**src/rtl/cart_mapper_pkg.sv**
```systemverilog
`timescale 1ns/1ps
package cart_mapper_pkg;

    localparam int ADDR_W = 16;
    localparam int DATA_W = 8;

    // Register layout selector values
    localparam int LAYOUT_NARROW   = 0;
    localparam int LAYOUT_LOWWIN   = 1;
    localparam int LAYOUT_WIDESWAP = 2;

    typedef enum logic [1:0] {
        ST_IDLE   = 2'd0,
        ST_ACTIVE = 2'd1,
        ST_LATCH  = 2'd2
    } strobe_state_e;

    typedef struct packed {
        logic              wr;
        logic              hit;
        logic [DATA_W-1:0] data;
    } bus_snap_t;

    // True when the ROM still drives the data bus during a register write.
    function automatic bit rom_drives_on_write(int layout, bit conflict_free);
        return (layout != LAYOUT_LOWWIN) && !conflict_free;
    endfunction

endpackage

```
**src/rtl/cart_addr_decode.sv**
```systemverilog
`timescale 1ns/1ps
module cart_addr_decode
    import cart_mapper_pkg::*;
#(
    parameter int LAYOUT        = 0,
    parameter bit CONFLICT_FREE = 0
) (
    input  logic       clk,
    input  logic       rst_n,
    input  logic [2:0] addr_top,   // cpu_addr[15:13]
    input  logic       cpu_rw,
    input  logic       m2,
    output logic       reg_hit,
    output logic       rom_oe_n
);

    localparam bit DRIVE_ON_WR = rom_drives_on_write(LAYOUT, CONFLICT_FREE);

    logic in_rom;
    logic in_low;

    assign in_rom = addr_top[2];
    assign in_low = (addr_top == 3'b011);

    generate
        if (LAYOUT == LAYOUT_LOWWIN) begin : g_low_decode
            assign reg_hit = in_low;
        end else begin : g_rom_decode
            assign reg_hit = in_rom;
        end
    endgenerate

    always_comb begin
        rom_oe_n = 1'b1;
        if (m2 && in_rom && (cpu_rw || DRIVE_ON_WR)) begin
            rom_oe_n = 1'b0;
        end
    end


    oe_read_chk: assert property (@(posedge clk) disable iff (!rst_n)
        (m2 && cpu_rw && addr_top[2]) |-> !rom_oe_n);


    oe_idle_chk: assert property (@(posedge clk) disable iff (!rst_n)
        (!m2 || !addr_top[2]) |-> rom_oe_n);

endmodule

```
**src/rtl/cart_bus_resolve.sv**
```systemverilog
`timescale 1ns/1ps
module cart_bus_resolve
    import cart_mapper_pkg::*;
#(
    parameter int LAYOUT        = 0,
    parameter bit CONFLICT_FREE = 0
) (
    input  logic [DATA_W-1:0] cpu_data,
    input  logic [DATA_W-1:0] rom_data,
    input  logic              rom_oe_n,
    output logic [DATA_W-1:0] eff_data
);

    localparam bit CAN_COLLIDE = rom_drives_on_write(LAYOUT, CONFLICT_FREE);

    generate
        if (CAN_COLLIDE) begin : g_wired_and
            // Open-drain model: either driver pulling low wins.
            always_comb begin
                eff_data = cpu_data;
                if (!rom_oe_n) begin
                    eff_data = cpu_data & rom_data;
                end
            end
        end else begin : g_clean
            logic unused_rom;
            assign unused_rom = ^{rom_data, rom_oe_n};
            assign eff_data   = cpu_data;
        end
    endgenerate

endmodule

```
**src/rtl/cart_strobe_fsm.sv**
```systemverilog
`timescale 1ns/1ps
module cart_strobe_fsm
    import cart_mapper_pkg::*;
(
    input  logic              clk,
    input  logic              rst_n,
    input  logic              m2,
    input  logic              cpu_rw,
    input  logic              reg_hit,
    input  logic [DATA_W-1:0] eff_data,
    output logic [DATA_W-1:0] reg_q
);

    strobe_state_e state_q, state_d;
    bus_snap_t     snap_q;
    logic          load_en;

    // State register and bus snapshot
    always_ff @(posedge clk) begin
        if (!rst_n) begin
            state_q <= ST_IDLE;
            snap_q  <= '0;
        end else begin
            state_q <= state_d;
            if (m2) begin
                snap_q.wr   <= !cpu_rw;
                snap_q.hit  <= reg_hit;
                snap_q.data <= eff_data;
            end
        end
    end

    // Next-state logic
    always_comb begin
        state_d = state_q;
        unique case (state_q)
            ST_IDLE: begin
                if (m2) state_d = ST_ACTIVE;
            end
            ST_ACTIVE: begin
                if (!m2) begin
                    state_d = (snap_q.wr && snap_q.hit) ? ST_LATCH : ST_IDLE;
                end
            end
            ST_LATCH: begin
                state_d = ST_IDLE;
            end
            default: state_d = ST_IDLE;
        endcase
    end

    // Output decode
    always_comb begin
        load_en = 1'b0;
        unique case (state_q)
            ST_LATCH:  load_en = 1'b1;
            ST_IDLE,
            ST_ACTIVE: load_en = 1'b0;
            default:   load_en = 1'b0;
        endcase
    end

    always_ff @(posedge clk) begin
        if (!rst_n) begin
            reg_q <= '0;
        end else if (load_en) begin
            reg_q <= snap_q.data;
        end
    end


    reset_clear_chk: assert property (@(posedge clk)
        !rst_n |=> (reg_q == '0));


    hold_unless_latch_chk: assert property (@(posedge clk) disable iff (!rst_n)
        (state_q != ST_LATCH) |=> $stable(reg_q));


    latch_follows_active_chk: assert property (@(posedge clk) disable iff (!rst_n)
        (state_q == ST_LATCH) |-> ($past(state_q) == ST_ACTIVE && !$past(m2)));

endmodule

```
**src/rtl/cart_field_map.sv**
```systemverilog
`timescale 1ns/1ps
module cart_field_map
    import cart_mapper_pkg::*;
#(
    parameter int LAYOUT = 0,
    parameter int PRG_W  = 4,
    parameter int CHR_W  = 4
) (
    input  logic [DATA_W-1:0] reg_q,
    output logic [PRG_W-1:0]  prg_bank,
    output logic [CHR_W-1:0]  chr_bank
);

    logic [3:0] prg_nyb;
    logic [3:0] chr_nyb;

    generate
        if (LAYOUT == LAYOUT_WIDESWAP) begin : g_wide
            assign prg_nyb = reg_q[3:0];
            assign chr_nyb = reg_q[7:4];
        end else if (LAYOUT == LAYOUT_LOWWIN) begin : g_low
            logic unused_bits;
            assign unused_bits = ^{reg_q[7:6]};
            assign prg_nyb = {2'b00, reg_q[5:4]};
            assign chr_nyb = reg_q[3:0];
        end else begin : g_narrow
            logic unused_bits;
            assign unused_bits = ^{reg_q[7:6], reg_q[3:2]};
            assign prg_nyb = {2'b00, reg_q[5:4]};
            assign chr_nyb = {2'b00, reg_q[1:0]};
        end
    endgenerate

    assign prg_bank = PRG_W'(prg_nyb);
    assign chr_bank = CHR_W'(chr_nyb);

endmodule

```
**src/rtl/cart_bank_mapper.sv**
```systemverilog
`timescale 1ns/1ps
module cart_bank_mapper
    import cart_mapper_pkg::*;
#(
    parameter int LAYOUT        = 0,
    parameter bit CONFLICT_FREE = 0,
    parameter int PRG_W         = 4,
    parameter int CHR_W         = 4
) (
    input  logic              clk,
    input  logic              rst_n,
    input  logic [15:0]       cpu_addr,
    input  logic [7:0]        cpu_data,
    input  logic              cpu_rw,
    input  logic              m2,
    input  logic [7:0]        rom_data,
    output logic [PRG_W-1:0]  prg_bank,
    output logic [CHR_W-1:0]  chr_bank,
    output logic              prg_oe_n
);

    logic              reg_hit;
    logic              rom_oe_n;
    logic [DATA_W-1:0] eff_data;
    logic [DATA_W-1:0] reg_q;
    logic              unused_addr;

    assign unused_addr = ^cpu_addr[12:0];

    cart_addr_decode #(
        .LAYOUT        (LAYOUT),
        .CONFLICT_FREE (CONFLICT_FREE)
    ) u_decode (
        .clk      (clk),
        .rst_n    (rst_n),
        .addr_top (cpu_addr[15:13]),
        .cpu_rw   (cpu_rw),
        .m2       (m2),
        .reg_hit  (reg_hit),
        .rom_oe_n (rom_oe_n)
    );

    cart_bus_resolve #(
        .LAYOUT        (LAYOUT),
        .CONFLICT_FREE (CONFLICT_FREE)
    ) u_resolve (
        .cpu_data (cpu_data),
        .rom_data (rom_data),
        .rom_oe_n (rom_oe_n),
        .eff_data (eff_data)
    );

    cart_strobe_fsm u_fsm (
        .clk      (clk),
        .rst_n    (rst_n),
        .m2       (m2),
        .cpu_rw   (cpu_rw),
        .reg_hit  (reg_hit),
        .eff_data (eff_data),
        .reg_q    (reg_q)
    );

    cart_field_map #(
        .LAYOUT (LAYOUT),
        .PRG_W  (PRG_W),
        .CHR_W  (CHR_W)
    ) u_map (
        .reg_q    (reg_q),
        .prg_bank (prg_bank),
        .chr_bank (chr_bank)
    );

    assign prg_oe_n = rom_oe_n;


    wired_and_chk: assert property (@(posedge clk) disable iff (!rst_n)
        (!cpu_rw && !prg_oe_n) |-> ((eff_data & ~rom_data) == '0));


    generate
        if (CONFLICT_FREE) begin : g_cf_chk
            no_oe_on_write_chk: assert property (@(posedge clk) disable iff (!rst_n)
                !prg_oe_n |-> cpu_rw);
        end
    endgenerate

endmodule

```
**config.mk**
```make
export PLATFORM = sky130hd
export DESIGN_NAME = cart_bank_mapper
export DESIGN_NICKNAME = d
export VERILOG_FILES = /design/src/rtl/cart_mapper_pkg.sv /design/src/rtl/cart_addr_decode.sv /design/src/rtl/cart_bus_resolve.sv /design/src/rtl/cart_strobe_fsm.sv /design/src/rtl/cart_field_map.sv /design/src/rtl/cart_bank_mapper.sv
export SDC_FILE = /design/constraint.sdc
export NUM_CORES = 1
export LEC_CHECK = 0
export ABC_AREA = 1
export ABC_CLOCK_PERIOD_IN_PS = 2110
export BUFFER_PORTS_ARGS = -buffer_cell sky130_fd_sc_hd__buf_4
export CAP_MARGIN = 20
export CORE_UTILIZATION = 38
export CTS_CLUSTER_DIAMETER = 30
export DETAILED_ROUTE_END_ITERATION = 16
export PLACE_DENSITY = 0.85
export SYNTH_ARGS = -nofsm -noshare
export SYNTH_HDL_FRONTEND = slang
export SYNTH_SLANG_ARGS = --single-unit
```
**constraint.sdc**
```tcl
create_clock -name clk -period 2.11 [get_ports clk]
set_input_delay 0.633 -clock clk [delete_from_list [all_inputs] [get_ports clk]]
set_output_delay 0.633 -clock clk [all_outputs]
set_load 0.1 [all_outputs]
```
* After elaboration in Yosys (flattened, before gate mapping)
Index checks and enable logic that the tools add are counted.
** Word-level totals
- Register bits :: 16
- Word-level logic and storage cells :: 22
- Output and inout bits :: 9
- Bits of input ports :: 36
** Operators by class
- Reductions and logical operators :: 5
- Muxes and demuxes :: 7
- Bitwise gates (word level) :: 1
- Equal/unequal tests :: 4
** Operators with widths (number)
- AND 6 bit :: 1
- two-way mux 2 bit :: 3
- two-way mux 6 bit :: 1
- != test 2 bit, second input constant :: 2
- one-hot mux 2 bit (2 select lines) :: 1
- == test 2 x 1 -> 1 bit, second input constant :: 1
- == test 2 bit, second input constant :: 1
- logical AND 1 bit :: 2
- zero test 2 bit :: 1
- two-way mux 1 bit :: 2
- AND reduction 2 bit :: 1
- zero test 1 bit :: 1

* Logic depth before layout (Yosys ltp)
Gate-level depths: netlist of run 1.
- Depth after elaboration :: 4
- Depth in mapped cells :: 5
- Mapped depth without buffers :: 4

* By module
Synthesis of run 1 repeated with hierarchy kept, for this count alone.
** Second synthesis, totals
- Cells, all modules :: 139
- Area, all modules :: 952.2 um^2
** By module, submodules not included
- cart_strobe_fsm :: times used 1, area an instance 775.7 um^2, cells an instance 103, seq. area each 400.4 um^2
- cart_bus_resolve :: times used 1, area an instance 101.3 um^2, cells an instance 25, seq. area each 0.0 um^2
- cart_field_map :: times used 1, area an instance 63.8 um^2, cells an instance 9, seq. area each 0.0 um^2
- cart_addr_decode :: times used 1, area an instance 11.3 um^2, cells an instance 2, seq. area each 0.0 um^2

* Worst setup path after synthesis of run 1
OpenSTA, ideal clock, no wires.
- Path type :: input-to-output
- Start :: in cpu_addr[15]
- End :: out prg_oe_n
- Cell stages on the path :: 1
- Path buffers :: 0
- Setup slack :: 0.148 ns
- Arrival :: 1.329 ns
- Cell sequence :: nand2_1
** On the way
- Word-level cells in the longest chain between the ends :: 2
** Ends and longest elaborated chain
- start, declared :: line cart_bank_mapper.sv:12 : input logic [15:0] cpu_addr,
- logical AND 1 bit :: line cart_addr_decode.sv:35 : if (m2 && in_rom && (cpu_rw || DRIVE_ON_WR)) begin
- two-way mux 1 bit :: line cart_addr_decode.sv:35
- end, declared :: line cart_bank_mapper.sv:19 : output logic prg_oe_n
No other way between the ends.

* Worst setup path after layout of run 1
- Start :: in m2
- End :: out prg_oe_n
** On the way
- Word-level cells in the longest chain between the ends :: 2
** Ends and longest elaborated chain
- start, declared :: line cart_bank_mapper.sv:15 : input logic m2,
- logical AND 1 bit :: line cart_addr_decode.sv:35
- two-way mux 1 bit :: line cart_addr_decode.sv:35
No other way between the ends.

==> key figures, run 1 <==
Run status
  – Status: complete, no violations

Worst setup path
  – R2R Path Start: u_fsm.state_q[1]$_SDFFE_PN0P_
  – Worst R2R Setup Slack: 1.32 ns
  – R2r endpoint: u_fsm.reg_q[5]$_SDFFE_PN0N_
  – Critical Path AT: 1.16 ns
  – Reg2Reg Depth: 4
  – Required time of the critical path: 1.48 ns
  – Critical-path maximum fanout: 11
  – Endpoint type of the worst setup path: output pin
  – Startpoint Class: primary input
  – CP Class: primary input to output pin

Hold path
  – Worst hold path depth: 2
  – Hold_sp: u_fsm.snap_q[8]$_SDFFE_PN0P_
  – Worst hold path type: register to register
  – Hold EP: u_fsm.snap_q[8]$_SDFFE_PN0P_

Synth
  – Cells after Synth: 79
  – Synth warn: 0
  – Mean Syn Cell Area: 6.858 µm²
  – Share of the yosys chip area belonging to registers: 44.34%
  – Netlist cell types: 14
  – Seq cells post-synth: 12
  – Post-Syn Area: 541.8 µm²

STA
  – Setup TNS: 0 ns
  – Min Hold Slack: 0.4625 ns
  – Post-route minimum period: 1.791 ns
  – Final Cycle Share: 84.88%
  – Max Freq: 0.5583 GHz
  – Clock Skews: 0.002787 ns
  – Unrepaired setup endpoints after global routing: no
  – Finish-stage setup viols: 0
  – Final hold violation count: 0
  – Slew Viols, Final: 0

Finish
  – Post-layout net count: 135
  – Most common cell after layout, fill and taps aside: nor2_1
  – ANT cells: 0
  – Layout cells sized above 1: 26.53%
  – Final cell count without fillers: 113
  – Most frequent cells in the layout: nor2_1, buf_4, nand2_1, dfxtp_1, inv_1
  – Filler cell count: 131
  – Area delta synth->final: 28.64%
  – Post-route cell area: 696.9 µm²

Power
  – PD cells: 722.3 nW/µm²
  – Leakage power: 0.3542 nW
  – Switching share of power: 27.66%
  – Peak supply drop: 0.0003227 V
  – Combinational share of power: 17.4%
  – Seq pwr share: 47.0%
  – Clock Power Share: 35.5%
  – Internal: 364.1 µW
  – Net Sw Power: 139.3 µW

Clock network
  – CTS buffer count: 3
  – Root buffer cell: clkbuf_4
  – Max H-tree Level: 1
  – Post-cts resize count: 0
  – # clock sinks: 12
  – Worst-Skew Late Latency: 0.27 ns
  – Post-CTS Setup Inserts: 0
  – CTS tree: done
  – CTS Hold Bufs: 0
  – Clk buf depth: 2
  – Clk pin slew, worst setup/hold paths: 0.07 ns

Global routing
  – Initial antenna violation count: 0
  – Gr usage total: 15.62%
  – Total congestion overflow: 0
  – Vias in the first global route: 414
  – Largest net degree at the start of global routing: 12
  – Global-route wire length before repair: 1573 µm

Detailed routing
  – Total routed wirelength: 912 µm
  – Iter 0 DRT Violations: 7
  – DR pass1 iterations: 4
  – Via count: 507
  – Routed WL per cell: 8.071 µm
  – Vias per inst: 4.487
  – DRC: 0
  – Antenna viol nets, final: 0

Placed design
  – Gpl congestion: 0.7380
  – Detail Placement HPWL: 725.7 µm
  – Buffers on Ports: 17
  – DP Area: 660.6 µm²
  – Placed Instances: 109

Floorplanning
  – Core Footprint: 1318 µm²
  – Die area: 1581 µm²
  – Starting Density: 41.12%
  – Number of cell rows: 13
  – Die W: 39.76 µm
  – Ports: 45
  – Die Span Y: 39.76 µm

Flow run
  – Max-Cap Viols: 0
routing by layer:
metal  vias to the layer above  wire [µm]  share of wire (%)  GRT usage (%)
met3                         3         57                6.3          3.409
met5                         -          0                  0              0
met1                       218        404                 44          17.65
met4                         0         19                2.1          10.34
met2                        19        430                 47          25.82
li1                        267          -                  -              -
stage by stage:
| stage | total power, mW | setup WS (ns) | utilization, % |
|---|---|---|---|
| CTS | 0.5085 | 0.3114 | 52.90 |
| finish | 0.5034 | 0.3190 | 52.90 |
| global placement | 0.3286 | 0.3157 | 50.14 |
| floorplan | 0.3132 | 0.1475 | - |
| global route | 0.5282 | 0.2925 | 52.90 |
| detailed placement | 0.3303 | 0.3144 | 50.14 |
critical path: stages:
cell and delay (ns):
buf_4 0.15, nand2_1 0.08, buf_4 0.29
layout make-up:
cell class	instances	area (µm²)	area share [%]
sequential	12	240.2	34.47
multi-input combinational	51	217.7	31.24
timing repair buffer	18	135.1	19.39
inverter	13	48.80	7.002
clock buffer	4	36.28	5.206
tap	15	18.77	2.693
cells in the mapped netlist:
library cell	n	area, µm²
conb_1	1	3.750
a21oi_1	2	10.01
nor2_4	1	11.26
nor3_2	1	10.01
o21ai_0	4	20.02
inv_1	11	41.29
nor2_1	21	78.83
inv_2	2	7.510
nand3_1	4	20.02
buf_6	1	11.26
buf_2	1	5.000
dfxtp_1	12	240.2
nand2_1	14	52.55
buf_4	4	30.03
how the worst max path moves through the flow:
stage	start	end	slack [ns]	depth (start not counted)
2_1_floorplan	cpu_addr[15]	prg_oe_n	0.15	1
5_1_grt	m2	prg_oe_n	0.29	3
3_3_place_gp	m2	prg_oe_n	0.32	3
3_5_place_dp	m2	prg_oe_n	0.31	3
4_1_cts	m2	prg_oe_n	0.31	3
6_report	m2	prg_oe_n	0.32	3
power by group through the flow:
| stage | sequential, mW | combinational (mW) | clock, mW |
|---|---|---|---|
| 5_1_grt | 0.238 | 0.0955 | 0.195 |
| 4_1_cts | 0.237 | 0.0882 | 0.183 |
| 6_report | 0.237 | 0.0877 | 0.179 |
| 3_3_place_gp | 0.242 | 0.0869 | 0 |
| 2_1_floorplan | 0.242 | 0.0710 | 0 |
| 3_5_place_dp | 0.242 | 0.0881 | 0 |
cell families after synthesis:
kind of cell	share of synthesized area [%]
simple gates	31.87
buf+inv	17.55
flops	44.34
compound gates	5.543
other cells	0.6922
state kept, by name, indices dropped and copies added, names as in the netlist:
register / cells
u_fsm.reg_q: 4
u_fsm.snap_q: 6
u_fsm.state_q: 2
(Power assumes the default switching activity.)
==> run 2: changes to the inputs <==
- ABC_CLOCK_PERIOD_IN_PS: 2110 -> 1400
- CORE_ASPECT_RATIO: unset -> 1.2
- CORE_UTILIZATION: 38 -> 33
- PLACE_DENSITY: 0.85 -> 0.79
- clock period: 2.11 -> 1.4 ns (I/O delays scaled with it)
==> run 2 against run 1 <==
  * Register-to-register slack worse by 0.70 ns
  * Die area up 14%
  * Wire length up 3.0%
  * Flip-flop and latch count unchanged
  * Via count down 4.5%
  * Worst hold slack worse by 0.073 ns
  * Sequential power up 51%
  * Clock skew down 0.0019 ns
  * Power up 52%
  * Clock-buffer cell count unchanged
  * Critical path type unchanged
  * Critical endpoint unchanged
  * Largest cell class unchanged
  * Largest power group unchanged
==> key figures, run 2 (synthesis results as in run 1) <==
Finish
  – Final cell count without fillers: 116 (+2.7%)
  – Area delta synth->final: 30.95%
  – Top Registers: u_fsm.snap_q x6, u_fsm.reg_q x4, u_fsm.state_q x2
  – Most frequent cells in the layout: nor2_1, buf_4, nand2_1, dfxtp_1, inv_1
  – ANT cells: 0 (unchanged)
  – Most common cell after layout, fill and taps aside: nor2_1
  – Max reg flops: 6 (unchanged)
  – Final core occ: 47.85% (-5.0 points)
  – Top reg by flops: u_fsm.snap_q
  – Layout cells sized above 1: 28.28% (+1.8 points)
  – Post-layout net count: 136 (+0.74%)

Detailed routing
  – Iter 0 DRT Violations: 2 (-5)
  – DRC: 0 (unchanged)
  – Antenna viol nets, final: 0 (unchanged)
  – Via count: 484 (-4.5%)
  – Vias per inst: 4.172 (-7.0%)
  – Total routed wirelength: 939 µm (+3.0%)
  – Routed WL per cell: 8.095 µm (+0.30%)
  – DR pass1 iterations: 2 (-2)

STA
  – Final Cycle Share: 94.31%
  – Final hold violation count: 0 (unchanged)
  – Post-route minimum period: 1.320 ns
  – Clock Skews: 0.0009082 ns (-0.001879 ns)
  – Setup TNS: 0 ns (unchanged)
  – Finish-stage setup viols: 0 (unchanged)
  – Slew Viols, Final: 0 (unchanged)
  – Min Hold Slack: 0.3898 ns (-0.07271 ns)
  – Max Freq: 0.7574 GHz
  – Unrepaired setup endpoints after global routing: no

Power
  – Peak supply drop: 0.0004402 V (+36%)
  – Leakage power: 0.3594 nW (+1.5%)
  – PD cells: 1077 nW/µm² (+49%)

Clock network
  – Post-CTS Setup Inserts: 0 (unchanged)
  – Worst-Skew Late Latency: 0.27 ns (about the same)
  – Clk pin slew, worst setup/hold paths: 0.07 ns (about the same)
  – Max H-tree Level: 1 (unchanged)
  – CTS buffer count: 3 (unchanged)
  – Post-cts resize count: 0 (unchanged)
  – Root buffer cell: clkbuf_4
  – CTS tree: done
  – # clock sinks: 12 (unchanged)
  – CTS Hold Bufs: 0 (unchanged)
  – Clk buf depth: 2 (unchanged)

Worst setup path
  – CP dominant cell by count: buf_4
  – CP Cell Sequence: buf_4 -> nand2_2 -> buf_4
  – Critical-path maximum fanout: 3 (-8)
  – Reg2Reg Depth: 4 (unchanged)
  – Required time of the critical path: 0.98 ns (-0.50 ns)
  – Worst R2R Setup Slack: 0.62 ns (-0.70 ns)
  – R2r endpoint: u_fsm.reg_q[0]$_SDFFE_PN0N_
  – Worst Path Buf+Inv: 2 (unchanged)
  – Worst Setup SP: cpu_addr[15]
  – CP Class: primary input to output pin
  – R2R Path Start: u_fsm.state_q[1]$_SDFFE_PN0P_
  – CP max stage delay: 0.29 ns (about the same)
  – Startpoint Class: primary input
  – Slowest stage cell, crit path: buf_4
  – Endpoint type of the worst setup path: output pin
  – Worst path top cell family by delay: buffers and inverters
  – Critical Path AT: 0.90 ns (-0.26 ns)

Floorplanning
  – Starting Density: 36.54% (-4.6 points)
  – Die area: 1808 µm² (+14%)
  – Number of cell rows: 15 (+2)
  – Die Span Y: 46.39 µm (+17%)
  – Die W: 38.99 µm (-1.9%)
  – Ports: 45 (unchanged)
  – Core Footprint: 1483 µm² (+13%)

Hold path
  – Hold EP: u_fsm.snap_q[9]$_SDFFE_PN0P_
  – Worst hold path type: primary input to register
  – Hold_sp: cpu_rw
  – Worst hold path depth: 4 (+2)

Global routing
  – Total congestion overflow: 0 (unchanged)
  – Vias in the first global route: 437 (+5.6%)
  – Largest net degree at the start of global routing: 11 (-1)
  – Global-route wire length before repair: 1545 µm (-1.8%)
  – Initial antenna violation count: 0 (unchanged)
  – Gr usage total: 13.25% (-2.4 points)

Placed design
  – Buffers on Ports: 17 (unchanged)
  – Detail Placement HPWL: 738.6 µm (+1.8%)
  – Gpl congestion: 0.6822 (-7.6%)
  – Placed Instances: 112 (+2.8%)

Flow run
  – Max-Cap Viols: 0 (unchanged)

Run status
  – Status: complete, no violations
==> run 2: cell count changes in the layout (fill, tap and decap cells not counted) <==
cell,change
buf_4,+1
nand2_1,-1
nand2_2,+1
==> run 2: tightest hold or removal path, delay by kind of cell <==
kind | cells | cell delay [ns]
compound gates | 1 | 0.05
buf+inv | 2 | 0.10
simple gates | 1 | 0.05
==> run 2: per-stage QoR <==
step                setup WS (ns)  power, mW  instance area [µm²]
finish                    0.07962     0.7637                709.4
global route              0.02579     0.8085                709.4
CTS                       0.05820     0.7761                709.4
detailed placement        0.07579     0.5004                673.1
global placement          0.07663     0.4989                673.1
floorplan                 0.05513     0.4722                555.5
==> run 2: worst max path at each step <==
stage	end	slack [ns]	cells after the start
2_1_floorplan	chr_bank[0]	0.06	0
3_3_place_gp	prg_oe_n	0.08	3
3_5_place_dp	prg_oe_n	0.08	3
4_1_cts	chr_bank[0]	0.06	1
5_1_grt	chr_bank[0]	0.03	1
6_report	prg_oe_n	0.08	3
==> run 2: final cells by class <==
type,instances,area [µm²]
multi-input cells,51,220.2
inverters,13,48.80
well taps,17,21.27
flip-flops and latches,12,240.2
repair buffers,19,142.6
clock buffers,4,36.28
fillers,166,773.2
==> run 2: metal layers <==
metal / up-vias / wire length (µm) / global-route usage (%)
met2: 17 / 416 / 22.00
met4: 0 / 28 / 12.41
met5: - / 0 / 0
met3: 4 / 70 / 4.348
li1: 264 / - / -
met1: 199 / 424 / 12.39
==> run 2: where the power goes <==
part	leakage (nW)	internal [mW]	total, mW	switching, mW
combinational	0.240	0.0408	0.135	0.0941
clock	0.0210	0.158	0.272	0.114
sequential	0.0980	0.352	0.357	0.00473
total	0.359	0.551	0.764	0.213
